### src/rtl/uart_regif_pkg.sv
package uart_regif_pkg;

  typedef enum logic [3:0] {
    IIR_MS   = 4'h0,
    IIR_NONE = 4'h1,
    IIR_THRE = 4'h2,
    IIR_RDA  = 4'h4,
    IIR_LS   = 4'h6,
    IIR_CTO  = 4'hC
  } iir_code_e;

  typedef enum logic [2:0] {
    A_DATA = 3'd0,
    A_IER  = 3'd1,
    A_IIR  = 3'd2,
    A_LCR  = 3'd3,
    A_MCR  = 3'd4,
    A_LSR  = 3'd5,
    A_MSR  = 3'd6,
    A_SCR  = 3'd7
  } reg_addr_e;

  // receive trigger level selected by control bits 7:6
  function automatic logic [4:0] trig_level(input logic [1:0] sel);
    case (sel)
      2'd0:    return 5'd1;
      2'd1:    return 5'd4;
      2'd2:    return 5'd8;
      default: return 5'd14;
    endcase
  endfunction

  // bits per character frame: start + data + parity + stop
  function automatic logic [3:0] frame_bits(input logic [7:0] lc);
    return 4'd6 + {2'b00, lc[1:0]} + {3'b000, lc[3]} + (lc[2] ? 4'd2 : 4'd1);
  endfunction

  // four characters, sixteen clocks per bit per divisor step
  function automatic logic [31:0] char_timeout(input logic [15:0] div,
                                               input logic [7:0]  lc);
    return 32'd64 * 32'(div) * 32'(frame_bits(lc));
  endfunction

  function automatic iir_code_e pick_iir(input logic ls, input logic rda,
                                         input logic cto, input logic thre,
                                         input logic ms);
    if (ls)        return IIR_LS;
    else if (rda)  return IIR_RDA;
    else if (cto)  return IIR_CTO;
    else if (thre) return IIR_THRE;
    else if (ms)   return IIR_MS;
    else           return IIR_NONE;
  endfunction

endpackage

### src/rtl/uart_byte_fifo.sv
module uart_byte_fifo #(
  parameter int W     = 8,
  parameter int DEPTH = 16,
  parameter int FLAGS = 0,
  localparam int PW    = $clog2(DEPTH),
  localparam int CW    = $clog2(DEPTH + 1),
  localparam int OUT_W = W - FLAGS
) (
  input  logic             clk,
  input  logic             rst_n,
  input  logic             clr,
  input  logic             push,
  input  logic [W-1:0]     din,
  input  logic             pop,
  output logic [OUT_W-1:0] dout,
  output logic [CW-1:0]    count,
  output logic             flag_any
);
  logic [W-1:0]  mem [DEPTH];
  logic [PW-1:0] wr_ptr, rd_ptr;
  logic          do_pop;

  function automatic logic [PW-1:0] nxt(input logic [PW-1:0] p);
    return (p == PW'(DEPTH - 1)) ? '0 : p + 1'b1;
  endfunction

  assign do_pop = pop && (count != '0);
  assign dout   = mem[rd_ptr][OUT_W-1:0];

  always_ff @(posedge clk) begin
    if (push && !clr) mem[wr_ptr] <= din;
  end

  always_ff @(posedge clk) begin
    if (!rst_n || clr) begin
      wr_ptr <= '0;
      rd_ptr <= '0;
      count  <= '0;
    end else begin
      if (push)   wr_ptr <= nxt(wr_ptr);
      if (do_pop) rd_ptr <= nxt(rd_ptr);
      count <= count + CW'(push) - CW'(do_pop);
    end
  end

  generate
    if (FLAGS > 0) begin : g_flags
      always_comb begin
        flag_any = 1'b0;
        for (int i = 0; i < DEPTH; i++) begin
          if (CW'(i) < count)
            flag_any = flag_any | (|mem[(int'(rd_ptr) + i) % DEPTH][W-1 -: FLAGS]);
        end
      end
    end else begin : g_noflags
      assign flag_any = 1'b0;
    end
  endgenerate
endmodule

### src/rtl/uart_char_timer.sv
module uart_char_timer #(
  parameter int TW = 32
) (
  input  logic          clk,
  input  logic          rst_n,
  input  logic          arm,
  input  logic          kick,
  input  logic [TW-1:0] limit,
  output logic          expired
);
  logic [TW-1:0] cnt;

  always_ff @(posedge clk) begin
    if (!rst_n || !arm || kick) begin
      cnt     <= '0;
      expired <= 1'b0;
    end else if (!expired) begin
      if (cnt == limit - TW'(1)) expired <= 1'b1;
      cnt <= cnt + TW'(1);
    end
  end
endmodule

### src/rtl/uart_irq_prio.sv
module uart_irq_prio
  import uart_regif_pkg::*;
(
  input  logic [3:0] ier,
  input  logic       ls_pend,
  input  logic       rda_pend,
  input  logic       cto_pend,
  input  logic       thre_pend,
  input  logic       ms_pend,
  output logic [3:0] code,
  output logic       irq
);
  iir_code_e sel;

  assign sel  = pick_iir(ier[2] & ls_pend, ier[0] & rda_pend, ier[0] & cto_pend,
                         ier[1] & thre_pend, ier[3] & ms_pend);
  assign code = sel;
  assign irq  = (sel != IIR_NONE);
endmodule

### src/rtl/uart_regif.sv
module uart_regif
  import uart_regif_pkg::*;
#(
  parameter int          DEPTH     = 16,
  parameter int          TMR_W     = 32,
  parameter logic [15:0] DIV_RESET = 16'd1
) (
  input  logic        clk,
  input  logic        rst_n,
  input  logic        cs,
  input  logic        rd,
  input  logic        wr,
  input  logic [2:0]  addr,
  input  logic [7:0]  wdata,
  output logic [7:0]  rdata,
  output logic        irq,
  input  logic        rx_valid,
  input  logic [7:0]  rx_byte,
  input  logic        rx_perr,
  input  logic        rx_ferr,
  input  logic        rx_brk,
  output logic        tx_valid,
  output logic [7:0]  tx_byte,
  input  logic        tx_ready,
  input  logic        tx_busy,
  input  logic [3:0]  modem_in,
  output logic [15:0] divisor,
  output logic [7:0]  line_ctrl,
  output logic [4:0]  modem_ctrl
);
  localparam int CNT_W = $clog2(DEPTH + 1);

  logic [7:0] lcr, dll, dlm, scr;
  logic [4:0] mcr;
  logic [3:0] ier;
  logic       fifo_en;
  logic [1:0] trig_sel;
  logic       lsr_oe, lsr_pe, lsr_fe, lsr_bi;
  logic [3:0] modem_q, msr_delta;
  logic       thre_pend;

  // access decode
  logic dlab, acc_wr, acc_rd;
  logic wr_thr, wr_dll, wr_dlm, wr_ier, wr_fcr, wr_lcr, wr_mcr, wr_scr;
  logic rd_rbr, rd_iir, rd_lsr, rd_msr;

  assign dlab   = lcr[7];
  assign acc_wr = cs && wr;
  assign acc_rd = cs && rd;
  assign wr_thr = acc_wr && addr == A_DATA && !dlab;
  assign wr_dll = acc_wr && addr == A_DATA && dlab;
  assign wr_ier = acc_wr && addr == A_IER && !dlab;
  assign wr_dlm = acc_wr && addr == A_IER && dlab;
  assign wr_fcr = acc_wr && addr == A_IIR;
  assign wr_lcr = acc_wr && addr == A_LCR;
  assign wr_mcr = acc_wr && addr == A_MCR;
  assign wr_scr = acc_wr && addr == A_SCR;
  assign rd_rbr = acc_rd && addr == A_DATA && !dlab;
  assign rd_iir = acc_rd && addr == A_IIR;
  assign rd_lsr = acc_rd && addr == A_LSR;
  assign rd_msr = acc_rd && addr == A_MSR;

  // queues
  logic [CNT_W-1:0] cap, rx_count, tx_count;
  logic [7:0]       rx_head, tx_head;
  logic             rx_full, rx_empty, tx_full, tx_empty;
  logic             rx_flag_any, tx_flag_any;
  logic             mode_flip, clr_rx, clr_tx, rx_push, tx_push, tx_pop;

  assign cap       = fifo_en ? CNT_W'(DEPTH) : CNT_W'(1);
  assign rx_full   = rx_count >= cap;
  assign tx_full   = tx_count >= cap;
  assign rx_empty  = rx_count == '0;
  assign tx_empty  = tx_count == '0;
  assign mode_flip = wr_fcr && (wdata[0] != fifo_en);
  assign clr_rx    = wr_fcr && (wdata[1] || mode_flip);
  assign clr_tx    = wr_fcr && (wdata[2] || mode_flip);
  assign rx_push   = rx_valid && !rx_full;
  assign tx_push   = wr_thr && !tx_full;
  assign tx_pop    = tx_ready && !tx_empty;

  uart_byte_fifo #(.W(11), .DEPTH(DEPTH), .FLAGS(3)) u_rxq (
    .clk(clk), .rst_n(rst_n), .clr(clr_rx), .push(rx_push),
    .din({rx_brk, rx_ferr, rx_perr, rx_byte}), .pop(rd_rbr),
    .dout(rx_head), .count(rx_count), .flag_any(rx_flag_any));

  uart_byte_fifo #(.W(8), .DEPTH(DEPTH), .FLAGS(0)) u_txq (
    .clk(clk), .rst_n(rst_n), .clr(clr_tx), .push(tx_push),
    .din(wdata), .pop(tx_pop),
    .dout(tx_head), .count(tx_count), .flag_any(tx_flag_any));

  // character timeout
  logic [TMR_W-1:0] cto_limit;
  logic             cto_hit;

  assign cto_limit = TMR_W'(char_timeout({dlm, dll}, lcr));

  uart_char_timer #(.TW(TMR_W)) u_cto (
    .clk(clk), .rst_n(rst_n), .arm(fifo_en && !rx_empty),
    .kick(rx_valid || rd_rbr || clr_rx), .limit(cto_limit), .expired(cto_hit));

  // interrupt causes
  logic       ls_pend, rda_pend, cto_pend, ms_pend;
  logic [3:0] iir_code;
  logic       tx_went_empty, thre_enable_rise;

  assign ls_pend  = lsr_oe | lsr_pe | lsr_fe | lsr_bi;
  assign rda_pend = !rx_empty && (rx_count >= (fifo_en ? CNT_W'(trig_level(trig_sel)) : CNT_W'(1)));
  assign cto_pend = fifo_en && cto_hit;
  assign ms_pend  = |msr_delta;

  assign tx_went_empty    = (tx_pop && tx_count == CNT_W'(1) && !wr_thr) || (clr_tx && !tx_empty);
  assign thre_enable_rise = wr_ier && wdata[1] && !ier[1] && tx_empty;

  uart_irq_prio u_prio (
    .ier(ier), .ls_pend(ls_pend), .rda_pend(rda_pend), .cto_pend(cto_pend),
    .thre_pend(thre_pend), .ms_pend(ms_pend), .code(iir_code), .irq(irq));

  // configuration registers
  always_ff @(posedge clk) begin
    if (!rst_n) begin
      lcr      <= 8'h00;
      mcr      <= 5'h00;
      ier      <= 4'h0;
      scr      <= 8'h00;
      {dlm, dll} <= DIV_RESET;
      fifo_en  <= 1'b0;
      trig_sel <= 2'd0;
    end else begin
      if (wr_lcr) lcr <= wdata;
      if (wr_mcr) mcr <= wdata[4:0];
      if (wr_ier) ier <= wdata[3:0];
      if (wr_scr) scr <= wdata;
      if (wr_dll) dll <= wdata;
      if (wr_dlm) dlm <= wdata;
      if (wr_fcr) begin
        fifo_en  <= wdata[0];
        trig_sel <= wdata[7:6];
      end
    end
  end

  // line status: clear on read, new events win
  always_ff @(posedge clk) begin
    if (!rst_n) begin
      {lsr_oe, lsr_pe, lsr_fe, lsr_bi} <= 4'b0;
    end else begin
      if (rd_lsr) {lsr_oe, lsr_pe, lsr_fe, lsr_bi} <= 4'b0;
      if (rx_valid && !clr_rx) begin
        if (rx_full) lsr_oe <= 1'b1;
        else begin
          if (rx_perr) lsr_pe <= 1'b1;
          if (rx_ferr) lsr_fe <= 1'b1;
          if (rx_brk)  lsr_bi <= 1'b1;
        end
      end
    end
  end

  // outgoing-empty pending
  always_ff @(posedge clk) begin
    if (!rst_n) thre_pend <= 1'b0;
    else if (tx_went_empty || thre_enable_rise) thre_pend <= 1'b1;
    else if (wr_thr || (rd_iir && iir_code == IIR_THRE)) thre_pend <= 1'b0;
  end

  // modem status deltas
  logic [3:0] delta_now;
  assign delta_now = {modem_in[3] ^ modem_q[3], modem_q[2] & ~modem_in[2],
                      modem_in[1] ^ modem_q[1], modem_in[0] ^ modem_q[0]};

  always_ff @(posedge clk) begin
    if (!rst_n) begin
      modem_q   <= 4'h0;
      msr_delta <= 4'h0;
    end else begin
      modem_q   <= modem_in;
      msr_delta <= (rd_msr ? 4'h0 : msr_delta) | delta_now;
    end
  end

  // read mux
  logic [7:0] lsr;
  assign lsr = {fifo_en & (rx_flag_any | tx_flag_any), tx_empty & ~tx_busy, tx_empty,
                lsr_bi, lsr_fe, lsr_pe, lsr_oe, ~rx_empty};

  always_comb begin
    case (addr)
      A_DATA:  rdata = dlab ? dll : rx_head;
      A_IER:   rdata = dlab ? dlm : {4'h0, ier};
      A_IIR:   rdata = {fifo_en, fifo_en, 2'b00, iir_code};
      A_LCR:   rdata = lcr;
      A_MCR:   rdata = {3'b000, mcr};
      A_LSR:   rdata = lsr;
      A_MSR:   rdata = {modem_q, msr_delta};
      default: rdata = scr;
    endcase
  end

  assign tx_valid   = !tx_empty;
  assign tx_byte    = tx_head;
  assign divisor    = {dlm, dll};
  assign line_ctrl  = lcr;
  assign modem_ctrl = mcr;
endmodule

### config.mk
export PLATFORM = sky130hd
export DESIGN_NAME = uart_regif
export DESIGN_NICKNAME = d
export VERILOG_FILES = /design/src/rtl/uart_regif_pkg.sv /design/src/rtl/uart_byte_fifo.sv /design/src/rtl/uart_char_timer.sv /design/src/rtl/uart_irq_prio.sv /design/src/rtl/uart_regif.sv
export SDC_FILE = /design/constraint.sdc
export NUM_CORES = 1
export LEC_CHECK = 0
export ABC_AREA = 1
export BUFFER_PORTS_ARGS = -buffer_cell sky130_fd_sc_hd__buf_4
export CELL_PAD_IN_SITES_DETAIL_PLACEMENT = 1
export CELL_PAD_IN_SITES_GLOBAL_PLACEMENT = 2
export CORE_AREA = 3 3 274 276
export CTS_CLUSTER_SIZE = 30
export DETAILED_ROUTE_END_ITERATION = 16
export DIE_AREA = 0 0 277 279
export PLACE_DENSITY = 0.8
export SETUP_SLACK_MARGIN = 0.5
export SYNTH_ARGS = -nofsm -noshare
export SYNTH_HDL_FRONTEND = slang
export SYNTH_HIERARCHICAL = 1
export SYNTH_SLANG_ARGS = --single-unit
### constraint.sdc
create_clock -name clk -period 4.7 [get_ports clk]
set_clock_uncertainty 0.1 [all_clocks]
set_input_delay 0.705 -clock clk [delete_from_list [all_inputs] [get_ports clk]]
set_output_delay 0.705 -clock clk [all_outputs]
set_load 0.005 [all_outputs]
==> results of run 1 <==
registers in the layout, summed over array words and instances (netlist names), 5 cells and up, named ones only:
register / count
u_rxq/mem: 176
u_txq/mem: 128
u_cto/cnt: 32
dll: 8
dlm: 8
line_ctrl: 8
scr: 8
modem_ctrl: 5
u_rxq/count: 5
u_txq/count: 5
power by group through the flow:
stage | Combinational [mW] | Clock [mW] | Sequential [mW]
after CTS | 2.19 | 4.07 | 4.30
after detailed placement | 2.14 | 0 | 4.38
final | 2.22 | 3.99 | 4.30
after floorplan | 1.45 | 0 | 4.33
after global routing | 2.52 | 4.24 | 4.31
after global placement | 2.05 | 0 | 4.37
cell type report:
class                           instances  area (µm²)  area share
Antenna cell                            4        10.0    0.000327
Clock buffer                           74        1430      0.0466
Clock inverter                         18         270     0.00882
Inverter                              413        1610      0.0527
Multi-Input combinational cell       2221       12500       0.409
Sequential cell                       428       11600       0.380
Tap cell                              959        1200      0.0392
Timing Repair Buffer                  227        1930      0.0631
Timing Repair inverter                  2        23.8    0.000776
cell families after synthesis:
| kind of cell | after synthesis | share of synthesized area |
|---|---|---|
| AO/OA/AOI/OAI | 344 | 0.0781 |
| flip-flops | 428 | 0.468 |
| AND/OR/NAND/NOR | 1694 | 0.291 |
| buffers and inverters | 516 | 0.0860 |
| XOR/XNOR | 42 | 0.0148 |
| other | 2 | 0.000303 |
| adder cells (fa/ha/maj) | 103 | 0.0614 |
per-layer routing:
metal  share of wire  wire, µm  vias to the layer above
met2            0.48     40900                      459
li1                -         -                    10600
met5               0         0                        -
met3           0.050      4270                       96
met4           0.019      1660                        0
met1            0.45     38800                    11000
path summary, 6_finish.rpt:
kind | start | to | slack [ns] | depth (start not counted)
hold reg to reg | lsr_fe | lsr_fe | 0.37 | 2
hold / removal | modem_in[0] | modem_q[0] | 0.22 | 3
setup reg to reg | line_ctrl[2] | u_cto/expired | -0.26 | 33
setup / recovery | line_ctrl[2] | u_cto/expired | -0.26 | 33
repair_timing:
action                     CTS  global route
resized for setup          181           181
setup endpoints to repair    8             7
buffers inserted            17            22
pin swaps                   81           127
gates cloned                 3             2
stage by stage:
stage | power, mW | area [µm²] | util
2_1_floorplan | 5.78 | 25200 | -
5_1_grt | 11.1 | 30600 | 0.420
3_5_place_dp | 6.52 | 27100 | 0.373
6_report | 10.5 | 30600 | 0.420
3_3_place_gp | 6.42 | 27100 | 0.373
4_1_cts | 10.6 | 29700 | 0.408
cell usage after synthesis (all sizes together):
| master | number | area (µm²) |
|---|---|---|
| o21a | 8 | 60.1 |
| xnor2 | 13 | 114 |
| inv | 408 | 1530 |
| a211oi | 6 | 45.0 |
| a22oi | 1 | 7.51 |
| edfxtp | 304 | 9130 |
| o21ai | 152 | 768 |
| nor3b | 5 | 37.5 |
| o22ai | 8 | 50.1 |
| a31oi | 4 | 25.0 |
| nand3 | 389 | 1980 |
| a21oi | 122 | 611 |
| a21o | 1 | 7.51 |
| or2 | 6 | 40.0 |
| nor2 | 380 | 1490 |
| o21bai | 4 | 30.0 |
| a311oi | 1 | 8.76 |
| o211ai | 5 | 37.5 |
| clkinv | 5 | 20.0 |
| dfxtp | 124 | 2480 |
| nand3b | 11 | 95.1 |
| conb | 2 | 7.51 |
| fa | 31 | 621 |
| nand2 | 850 | 3220 |
| nor4 | 6 | 43.8 |
| o211a | 1 | 10.0 |
| o221ai | 28 | 245 |
| xor2 | 29 | 254 |
| and2 | 5 | 31.3 |
| nand4 | 21 | 131 |
| o2bb2ai | 1 | 8.76 |
| o221a | 2 | 22.5 |
| nor3 | 21 | 131 |
| ha | 72 | 901 |
| buf | 62 | 424 |
| clkbuf | 41 | 154 |
critical path, delay by kind of cell, from the launching register on:
kind | cells | cell delay, ns
buffers and inverters | 10 | 0.92
AO/OA/AOI/OAI | 3 | 0.35
XOR/XNOR | 1 | 0.13
AND/OR/NAND/NOR | 13 | 0.98
adder cells (fa/ha/maj) | 6 | 1.96
flip-flops | 1 | 0.35
==> reports/qor.yml, run 1 <==
sta:
  fin_tns_setup_ns: -0.257
  finalSetupViolCount: 1
  slew_headroom: 0.219
  worst_slack_ns: -0.257
  period_share: 1.05
  rsz0062_at_grt: "true"
  slew_viol_final: 0
  max_slew.worst_pin.slew_ns: 1.17
  finalHoldViolations: 0
  fmax_mhz: 202
  holdWs_ns: 0.218
  fin_crit_ns: 4.96
flow_run:
  max_cap_violations: 0
critical_path:
  worst-setup-path-type: "flop to flop"
  crit_slowest_cell: "fa_1"
  arrival_ns: 5.29
  endpoint_kind: "flop"
  startpoint_type: "flop"
  path_common_cell: "nand2_1"
  cp_max_fo: 8
  critical_path_required_ns: 5.04
  critPathMaxStageDelay_ns: 0.52
cts:
  htreeDepth: 2
  clkTransAtPathRegs_ns: 0.06
  clock-root-buffer: "clkbuf_16"
  clock_sinks: 428
  cts_made_buffers: 49
  cts_max_path_buffers: 3
  postCtsHoldBufs: 0
  insertion_delay_ns: 0.59
  cts_tree: "yes"
status:
  violations: "setup timing"
  status: "finished, violations left"
detailed_routing:
  ant_nets: 0
  dr.pass1.iters: 6
  vias: 22200
  drc: 0
  routedWlPerCell_um: 19.7
  totalWireLength_mm: 85.5
  drt_iter0_markers: 1353
  vias_per_cell: 5.11
layout:
  stdcell_count: 4346
  nNetsFinal: 3479
  final_cell_mix: "nand2_1 (768), inv_1 (360), nand3_1 (338)"
  layout-drive-gt1-share: 0.190
  final_common_cell: "nand2_1"
  fill_cells: 8654
  synthToLayoutAreaGrowth_pct: 23.6
floorplanning:
  dieArea_um2: 77300
  die_width_um: 277
  coreArea_um2: 72800
  start_util: 0.340
  floorplan.die.height_um: 279
  pin_count: 81
  rows: 99
power_and_ir_drop:
  powerDensity_nw_per_um2: 343
  combPwrFrac: 0.212
  p_sw_mw: 3.15
  p_leak_nw: 13.1
  p_clk_frac: 0.380
  peakVddDrop_mv: 0.295
  power.share.switching: 0.300
  intPower_mw: 7.36
  seqPwrFrac: 0.409
logic_synthesis:
  synth.avg_cell_area_um2: 7.92
  syn_inst: 3129
  ys_seq_area_frac: 0.468
  yosys_warnings: 6
  synth_cell_types: 56
  ys_ff_latch: 428
  syn_area_um2: 24800
grt:
  grt_usage: 0.214
  grt_use_met3: 0.0333
  grt_pass1_wl_mm: 131
  gr-total-overflow: 0
  met1_usage: 0.285
  busiest_layer: "met2"
  grtUsageMet2: 0.365
  grt_antenna_before_repair: 4
  grt_max_degree: 65
  grt_pass1_vias: 23000
placement:
  place_congestion: 0.907
  dpl_worst_slack_ns: -0.632
  placedCellCount: 4206
  hpwl_mm: 60.9
  io_buffers: 80
worst_hold_path:
  hp-class: "input pin to flop"
Note: power is estimated with default switching activity, not from simulation.
==> run 2, diff against run 1 <==
--- a/config.mk
+++ b/config.mk
@@ -14,7 +14,7 @@
 export DETAILED_ROUTE_END_ITERATION = 16
 export DIE_AREA = 0 0 277 279
 export PLACE_DENSITY = 0.8
-export SETUP_SLACK_MARGIN = 0.5
+export SETUP_SLACK_MARGIN = 0.3
 export SYNTH_ARGS = -nofsm -noshare
 export SYNTH_HDL_FRONTEND = slang
 export SYNTH_HIERARCHICAL = 1
==> reports/qor.yml, run 2 (synthesis gave the netlist of run 1 again) <==
critical_path:
  critPathMaxStageDelay_ns: 0.52  # about the same
  path_common_cell: "nand2_1"
  crit_slowest_cell: "fa_1"
  cp_max_fo: 8  # unchanged
  cp-startpoint: "line_ctrl[2]"
  arrival_ns: 5.29  # about the same
  cp_num_buf_inv: 10  # unchanged
  worst-setup-path-type: "flop to flop"
  startpoint_type: "flop"
  r2r-start: "line_ctrl[2]"
  critical_path_required_ns: 5.04  # about the same
  endpoint_kind: "flop"
  cp_top_family: "adder cells"
detailed_routing:
  wl_met1_mm: 38.5  # -0.81%
  vias: 22200  # +0.16%
  drt_iter0_markers: 1309  # -3.3%
  wl_met2_mm: 40.6  # -0.62%
  vias_per_cell: 5.13  # +0.39%
  met3WireLength_mm: 4.24  # -0.52%
  ant_nets: 0  # unchanged
  drc: 0  # unchanged
  top_layer_used: "met4"
  routedWlPerCell_um: 19.6  # -0.60%
  totalWireLength_mm: 84.8  # -0.83%
  dr.pass1.iters: 5  # -1
cts:
  htreeDepth: 2  # unchanged
  clock-root-buffer: "clkbuf_16"
  postCtsHoldBufs: 0  # unchanged
  clkTransAtPathRegs_ns: 0.06  # about the same
  cts_max_path_buffers: 3  # unchanged
  cts_made_buffers: 49  # unchanged
  insertion_delay_ns: 0.59  # about the same
  cts_tree: "yes"
  clock_sinks: 428  # unchanged
floorplanning:
  floorplan.die.height_um: 279  # unchanged
  die_width_um: 277  # unchanged
  rows: 99  # unchanged
  start_util: 0.340  # unchanged
  coreArea_um2: 72800  # unchanged
  pin_count: 81  # unchanged
  dieArea_um2: 77300  # unchanged
flow_run:
  max_cap_violations: 0  # unchanged
layout:
  top_regs: "u_rxq/mem (176), u_txq/mem (128), u_cto/cnt (32)"
  fill_cells: 8661  # +0.081%
  synthToLayoutAreaGrowth_pct: 21.9
  final_common_cell: "nand2_1"
  top_register: "u_rxq/mem"
  largest_reg_flops: 176  # unchanged
  final_cell_mix: "nand2_1 (784), nand3_1 (364), inv_1 (361)"
  stdcell_count: 4336  # -0.23%
  nNetsFinal: 3469  # -0.29%
  layout-drive-gt1-share: 0.173  # -0.0169
placement:
  place_congestion: 0.907  # unchanged
  dpl_worst_slack_ns: -0.632  # unchanged
  io_buffers: 80  # unchanged
  hpwl_mm: 60.9  # unchanged
  placedCellCount: 4206  # unchanged
status:
  violations: "setup timing"
  status: "finished, violations left"
sta:
  finalSetupViolCount: 1  # unchanged
  period_share: 1.05  # -0.00205
  rsz0062_at_grt: "true"
  fin_crit_ns: 4.95  # -0.00963 ns
  fmax_mhz: 202  # +0.19%
  worst_slack_ns: -0.247  # +0.00963 ns
  slew_headroom: 0.207  # -0.0123
  finalHoldViolations: 0  # unchanged
  slew_viol_final: 0  # unchanged
  max_slew.worst_pin.slew_ns: 1.19  # +0.0184 ns
grt:
  grt_antenna_before_repair: 4  # unchanged
  grt_usage: 0.212  # -0.00136
  grt_pass1_vias: 22900  # -0.48%
  grt_pass1_wl_mm: 130  # -0.58%
  gr-total-overflow: 0  # unchanged
  grt_max_degree: 65  # unchanged
power_and_ir_drop:
  p_leak_nw: 13.0  # -0.95%
  powerDensity_nw_per_um2: 347  # +1.1%
  peakVddDrop_mv: 0.295  # -0.25%
worst_hold_path:
  hp-class: "input pin to flop"
  hold_path.startpoint: "modem_in[0]"
## run 2: cell count changes in the layout (fill, tap and decap cells not counted), sizes merged
cell    previous run  this run
buf              225       215
bufbuf             1         0
clkbuf            75        76
clkinv            16        15
inv              408       409
## run 2: final timing paths
path | to | slack (ns) | cells after the start
setup / recovery | u_cto/expired | -0.25 | 33
hold reg to reg | lsr_fe | 0.37 | 2
setup reg to reg | u_cto/expired | -0.25 | 33
hold / removal | modem_q[0] | 0.22 | 3
## run 2: per-layer routing
metal,vias to the layer above,global-route usage
li1,10600,-
met1,11000,0.285
met2,484,0.363
met3,92,0.0324
met4,0,0.0488
met5,-,0
## run 2: worst register-to-register path: cells and delay by family (launching register included)
kind / cells / cell delay, ns
compound gates: 3 / 0.35
simple gates: 13 / 1.00
buf+inv: 10 / 0.92
xor+xnor: 1 / 0.13
fa+ha+maj: 6 / 1.97
flops: 1 / 0.35
## run 2: final cells by class
type / instances / area (µm²) / area share
clock inverters: 18 / 270 / 0.00895
diodes: 4 / 10.0 / 0.000331
repair buffers: 217 / 1790 / 0.0591
repair inverters: 2 / 18.8 / 0.000621
clock buffers: 74 / 1430 / 0.0473
multi-input cells: 2221 / 12300 / 0.406
flip-flops and latches: 428 / 11600 / 0.385
well taps: 959 / 1200 / 0.0397
inverters: 413 / 1590 / 0.0527
## run 2: per-stage QoR
| step | setup TNS, ns | cell area [µm²] | power, mW | util | hold WS (ns) |
|---|---|---|---|---|---|
| after CTS | -0.262 | 29500 | 10.5 | 0.405 | 0.184 |
| final | -0.247 | 30200 | 10.5 | 0.415 | 0.216 |
| after global routing | -0.508 | 30200 | 11.0 | 0.415 | 0.206 |
| after global placement | -0.573 | 27100 | 6.42 | 0.373 | 0.361 |
| after detailed placement | -0.632 | 27100 | 6.52 | 0.373 | 0.370 |
| after floorplan | 0 | 25200 | 5.78 | - | 0.341 |
## run 2: report_power, final
group	internal, mW	switching, mW	total (mW)
logic	0.726	1.47	2.19
clock network	2.44	1.56	4.00
registers	4.18	0.116	4.30
total	7.34	3.15	10.5
## run 2: what timing repair did
item,CTS,global route
buffers inserted,12,18
gates cloned,1,3
pin swaps,73,93
gates resized for setup,148,143
setup endpoints to repair,2,4
==> run 3, diff against run 2 <==
--- a/config.mk
+++ b/config.mk
@@ -9,11 +9,12 @@
 export BUFFER_PORTS_ARGS = -buffer_cell sky130_fd_sc_hd__buf_4
 export CELL_PAD_IN_SITES_DETAIL_PLACEMENT = 1
 export CELL_PAD_IN_SITES_GLOBAL_PLACEMENT = 2
-export CORE_AREA = 3 3 274 276
+export CORE_AREA = 3 3 271 273
+export CTS_BUF_LIST = sky130_fd_sc_hd__clkbuf_4
 export CTS_CLUSTER_SIZE = 30
 export DETAILED_ROUTE_END_ITERATION = 16
-export DIE_AREA = 0 0 277 279
-export PLACE_DENSITY = 0.8
+export DIE_AREA = 0 0 274 276
+export PLACE_DENSITY = 0.81
 export SETUP_SLACK_MARGIN = 0.3
 export SYNTH_ARGS = -nofsm -noshare
 export SYNTH_HDL_FRONTEND = slang
==> reports/qor.yml, run 3 (synthesis gave the netlist of run 1 again) <==
status:
  status: "finished, violations left"
  violations: "setup timing"
sta:
  max_slew.worst_pin.slew_ns: 1.16  # -0.0302 ns
  fin_crit_ns: 5.06  # +0.111 ns
  finalSetupViolCount: 1  # unchanged
  period_share: 1.08  # +0.0237
  fmax_mhz: 198  # -2.2%
  rsz0062_at_grt: "true"
  holdWs_ns: 0.117  # -0.0994 ns
  slew_headroom: 0.227  # +0.0202
  worst_slack_ns: -0.358  # -0.111 ns
  slew_viol_final: 0  # unchanged
  finalHoldViolations: 0  # unchanged
flow_run:
  max_cap_violations: 0  # unchanged
detailed_routing:
  dr.pass1.iters: 5  # unchanged
  drc: 0  # unchanged
  vias_per_cell: 5.06  # -1.2%
  ant_nets: 0  # unchanged
  totalWireLength_mm: 84.1  # -0.84%
  vias: 22500  # +1.2%
  routedWlPerCell_um: 18.9  # -3.2%
  drt_iter0_markers: 1312  # +0.23%
grt:
  grt_max_degree: 65  # unchanged
  grt_antenna_before_repair: 4  # unchanged
  grt_pass1_wl_mm: 130  # +0.15%
  gr-total-overflow: 0  # unchanged
  grt_pass1_vias: 23500  # +2.5%
  grt_usage: 0.218  # +0.00578
power_and_ir_drop:
  peakVddDrop_mv: 0.272  # -7.7%
  p_sw_mw: 3.19  # +1.3%
  intPower_mw: 6.60  # -10%
  p_leak_nw: 13.0  # about the same
  combPwrFrac: 0.223  # +0.014
  power.share.switching: 0.326  # +0.0256
  p_clk_frac: 0.335  # -0.046
  seqPwrFrac: 0.442  # +0.032
  powerDensity_nw_per_um2: 328  # -5.4%
  power.total_mw: 9.79  # -6.7%
layout:
  utilization: 0.418  # +0.00301
  top_regs: "u_rxq/mem (176), u_txq/mem (128), u_cto/cnt (32)"
  top_register: "u_rxq/mem"
  synthToLayoutAreaGrowth_pct: 20.3
  largest_reg_flops: 176  # unchanged
  multi_input_area_um2: 12100  # -1.0%
  register_area_um2: 11600  # about the same
  layout-drive-gt1-share: 0.187  # +0.0143
  stdcell_count: 4442  # +2.4%
  final_common_cell: "nand2_1"
  fill_cells: 8709  # +0.55%
  nNetsFinal: 3535  # +1.9%
  final_cell_mix: "nand2_1 (790), inv_1 (377), nand3_1 (353)"
placement:
  hpwl_mm: 60.8  # -0.26%
  place_congestion: 0.873  # -3.8%
  io_buffers: 80  # unchanged
  placedCellCount: 4190  # -0.38%
cts:
  clock-root-buffer: "clkbuf_4"
  clock_sinks: 428  # unchanged
  insertion_delay_ns: 0.87  # +0.28 ns
  htreeDepth: 3  # +1
  cts_made_buffers: 113  # +130%
  cts_max_path_buffers: 3  # unchanged
  clkTransAtPathRegs_ns: 0.07  # about the same
  cts_tree: "yes"
floorplanning:
  start_util: 0.347  # +0.00702
  die_width_um: 274  # -1.1%
  coreArea_um2: 71400  # -2.0%
  pin_count: 81  # unchanged
  dieArea_um2: 75600  # -2.1%
  floorplan.die.height_um: 276  # -1.1%
  rows: 98  # -1.0%
critical_path:
  startpoint_type: "flop"
  ff2ff_setup_slack_ns: -0.36  # -0.11 ns
  critical_path_required_ns: 5.36  # +0.32 ns
  path_common_cell: "nand2_1"
  endpoint_kind: "flop"
  r2r-end: "u_cto/expired"
  critPathMaxStageDelay_ns: 0.56  # +0.04 ns
  crit_end: "u_cto/expired"
  cp_max_fo: 8  # unchanged
  arrival_ns: 5.72  # +0.43 ns
  reg2reg_depth: 28  # -15%
  cp-startpoint: "line_ctrl[2]"
  r2r-start: "line_ctrl[2]"
  worst-setup-path-type: "flop to flop"
  crit_slowest_cell: "fa_1"
worst_hold_path:
  hold_depth: 1  # -2
  hp-class: "input pin to flop"
run 3: cell types whose count changed in the layout (fill, tap and decap cells not counted), sizes merged:
| cell | delta |
|---|---|
| buf | -9 |
| bufinv | -6 |
| clkbuf | +98 |
| clkinv | +18 |
| clkinvlp | +2 |
| diode | -1 |
| dlygate4sd3 | +12 |
| inv | +1 |
run 3: what timing repair did:
item                       in CTS  in global routing
hold endpoints to repair      120                  0
cloned                          1                  2
setup endpoints to repair       7                  8
hold buffers                   12                  0
gates resized for setup       139                 99
buffers inserted               15                 13
pin swaps                      44                 46
run 3: layout make-up:
cell class              instances  area share
clock inverters                33     0.00550
inverters                     413      0.0532
flip-flops and latches        428       0.390
repair buffers                219      0.0595
clock buffers                 173      0.0436
diodes                          3    0.000252
multi-input cells            2221       0.407
well taps                     950      0.0399
repair inverters                2    0.000629
run 3: power by group through the flow:
stage               Clock (mW)  Sequential (mW)  Combinational [mW]
finish                    3.28             4.32                2.18
global route              3.61             4.34                2.46
CTS                       3.40             4.33                2.16
detailed placement           0             4.41                2.11
global placement             0             4.40                2.03
floorplan                    0             4.33                1.45
run 3: stage by stage:
| step | TNS (ns) | instance area [µm²] | setup WS [ns] |
|---|---|---|---|
| global route | -0.691 | 29800 | -0.587 |
| finish | -0.358 | 29800 | -0.358 |
| CTS | -0.237 | 29300 | -0.237 |
| global placement | -0.536 | 27100 | -0.536 |
| floorplan | 0 | 25200 | 0.204 |
| detailed placement | -0.628 | 27100 | -0.628 |
run 3: worst min-delay path by stage:
stage / slack, ns / from / endpoint
5_1_grt: 0.05 / wdata[5] / u_txq/mem[8][5]
2_1_floorplan: 0.34 / msr_delta[2] / msr_delta[2]
3_3_place_gp: 0.35 / msr_delta[1] / msr_delta[1]
6_report: 0.12 / rx_perr / u_rxq/mem[2][8]
3_5_place_dp: 0.37 / lsr_oe / lsr_oe
4_1_cts: 0.03 / rx_perr / u_rxq/mem[2][8]
run 3: critical path, delay by kind of cell (launching register included):
kind | cells | cell delay (ns)
buffers and inverters | 5 | 0.39
XOR/XNOR | 1 | 0.19
AND/OR/NAND/NOR | 15 | 1.59
adder cells (fa/ha/maj) | 6 | 2.24
AO/OA/AOI/OAI | 1 | 0.11
flip-flops | 1 | 0.35
run 3: layer usage:
metal  part of all wire  vias to the layer above  global-route usage
met4              0.024                        2              0.0630
li1                   -                    10800                   -
met1               0.45                    11000               0.292
met2               0.47                      513               0.364
met5            0.00014                        -                   0
met3              0.048                      142              0.0348
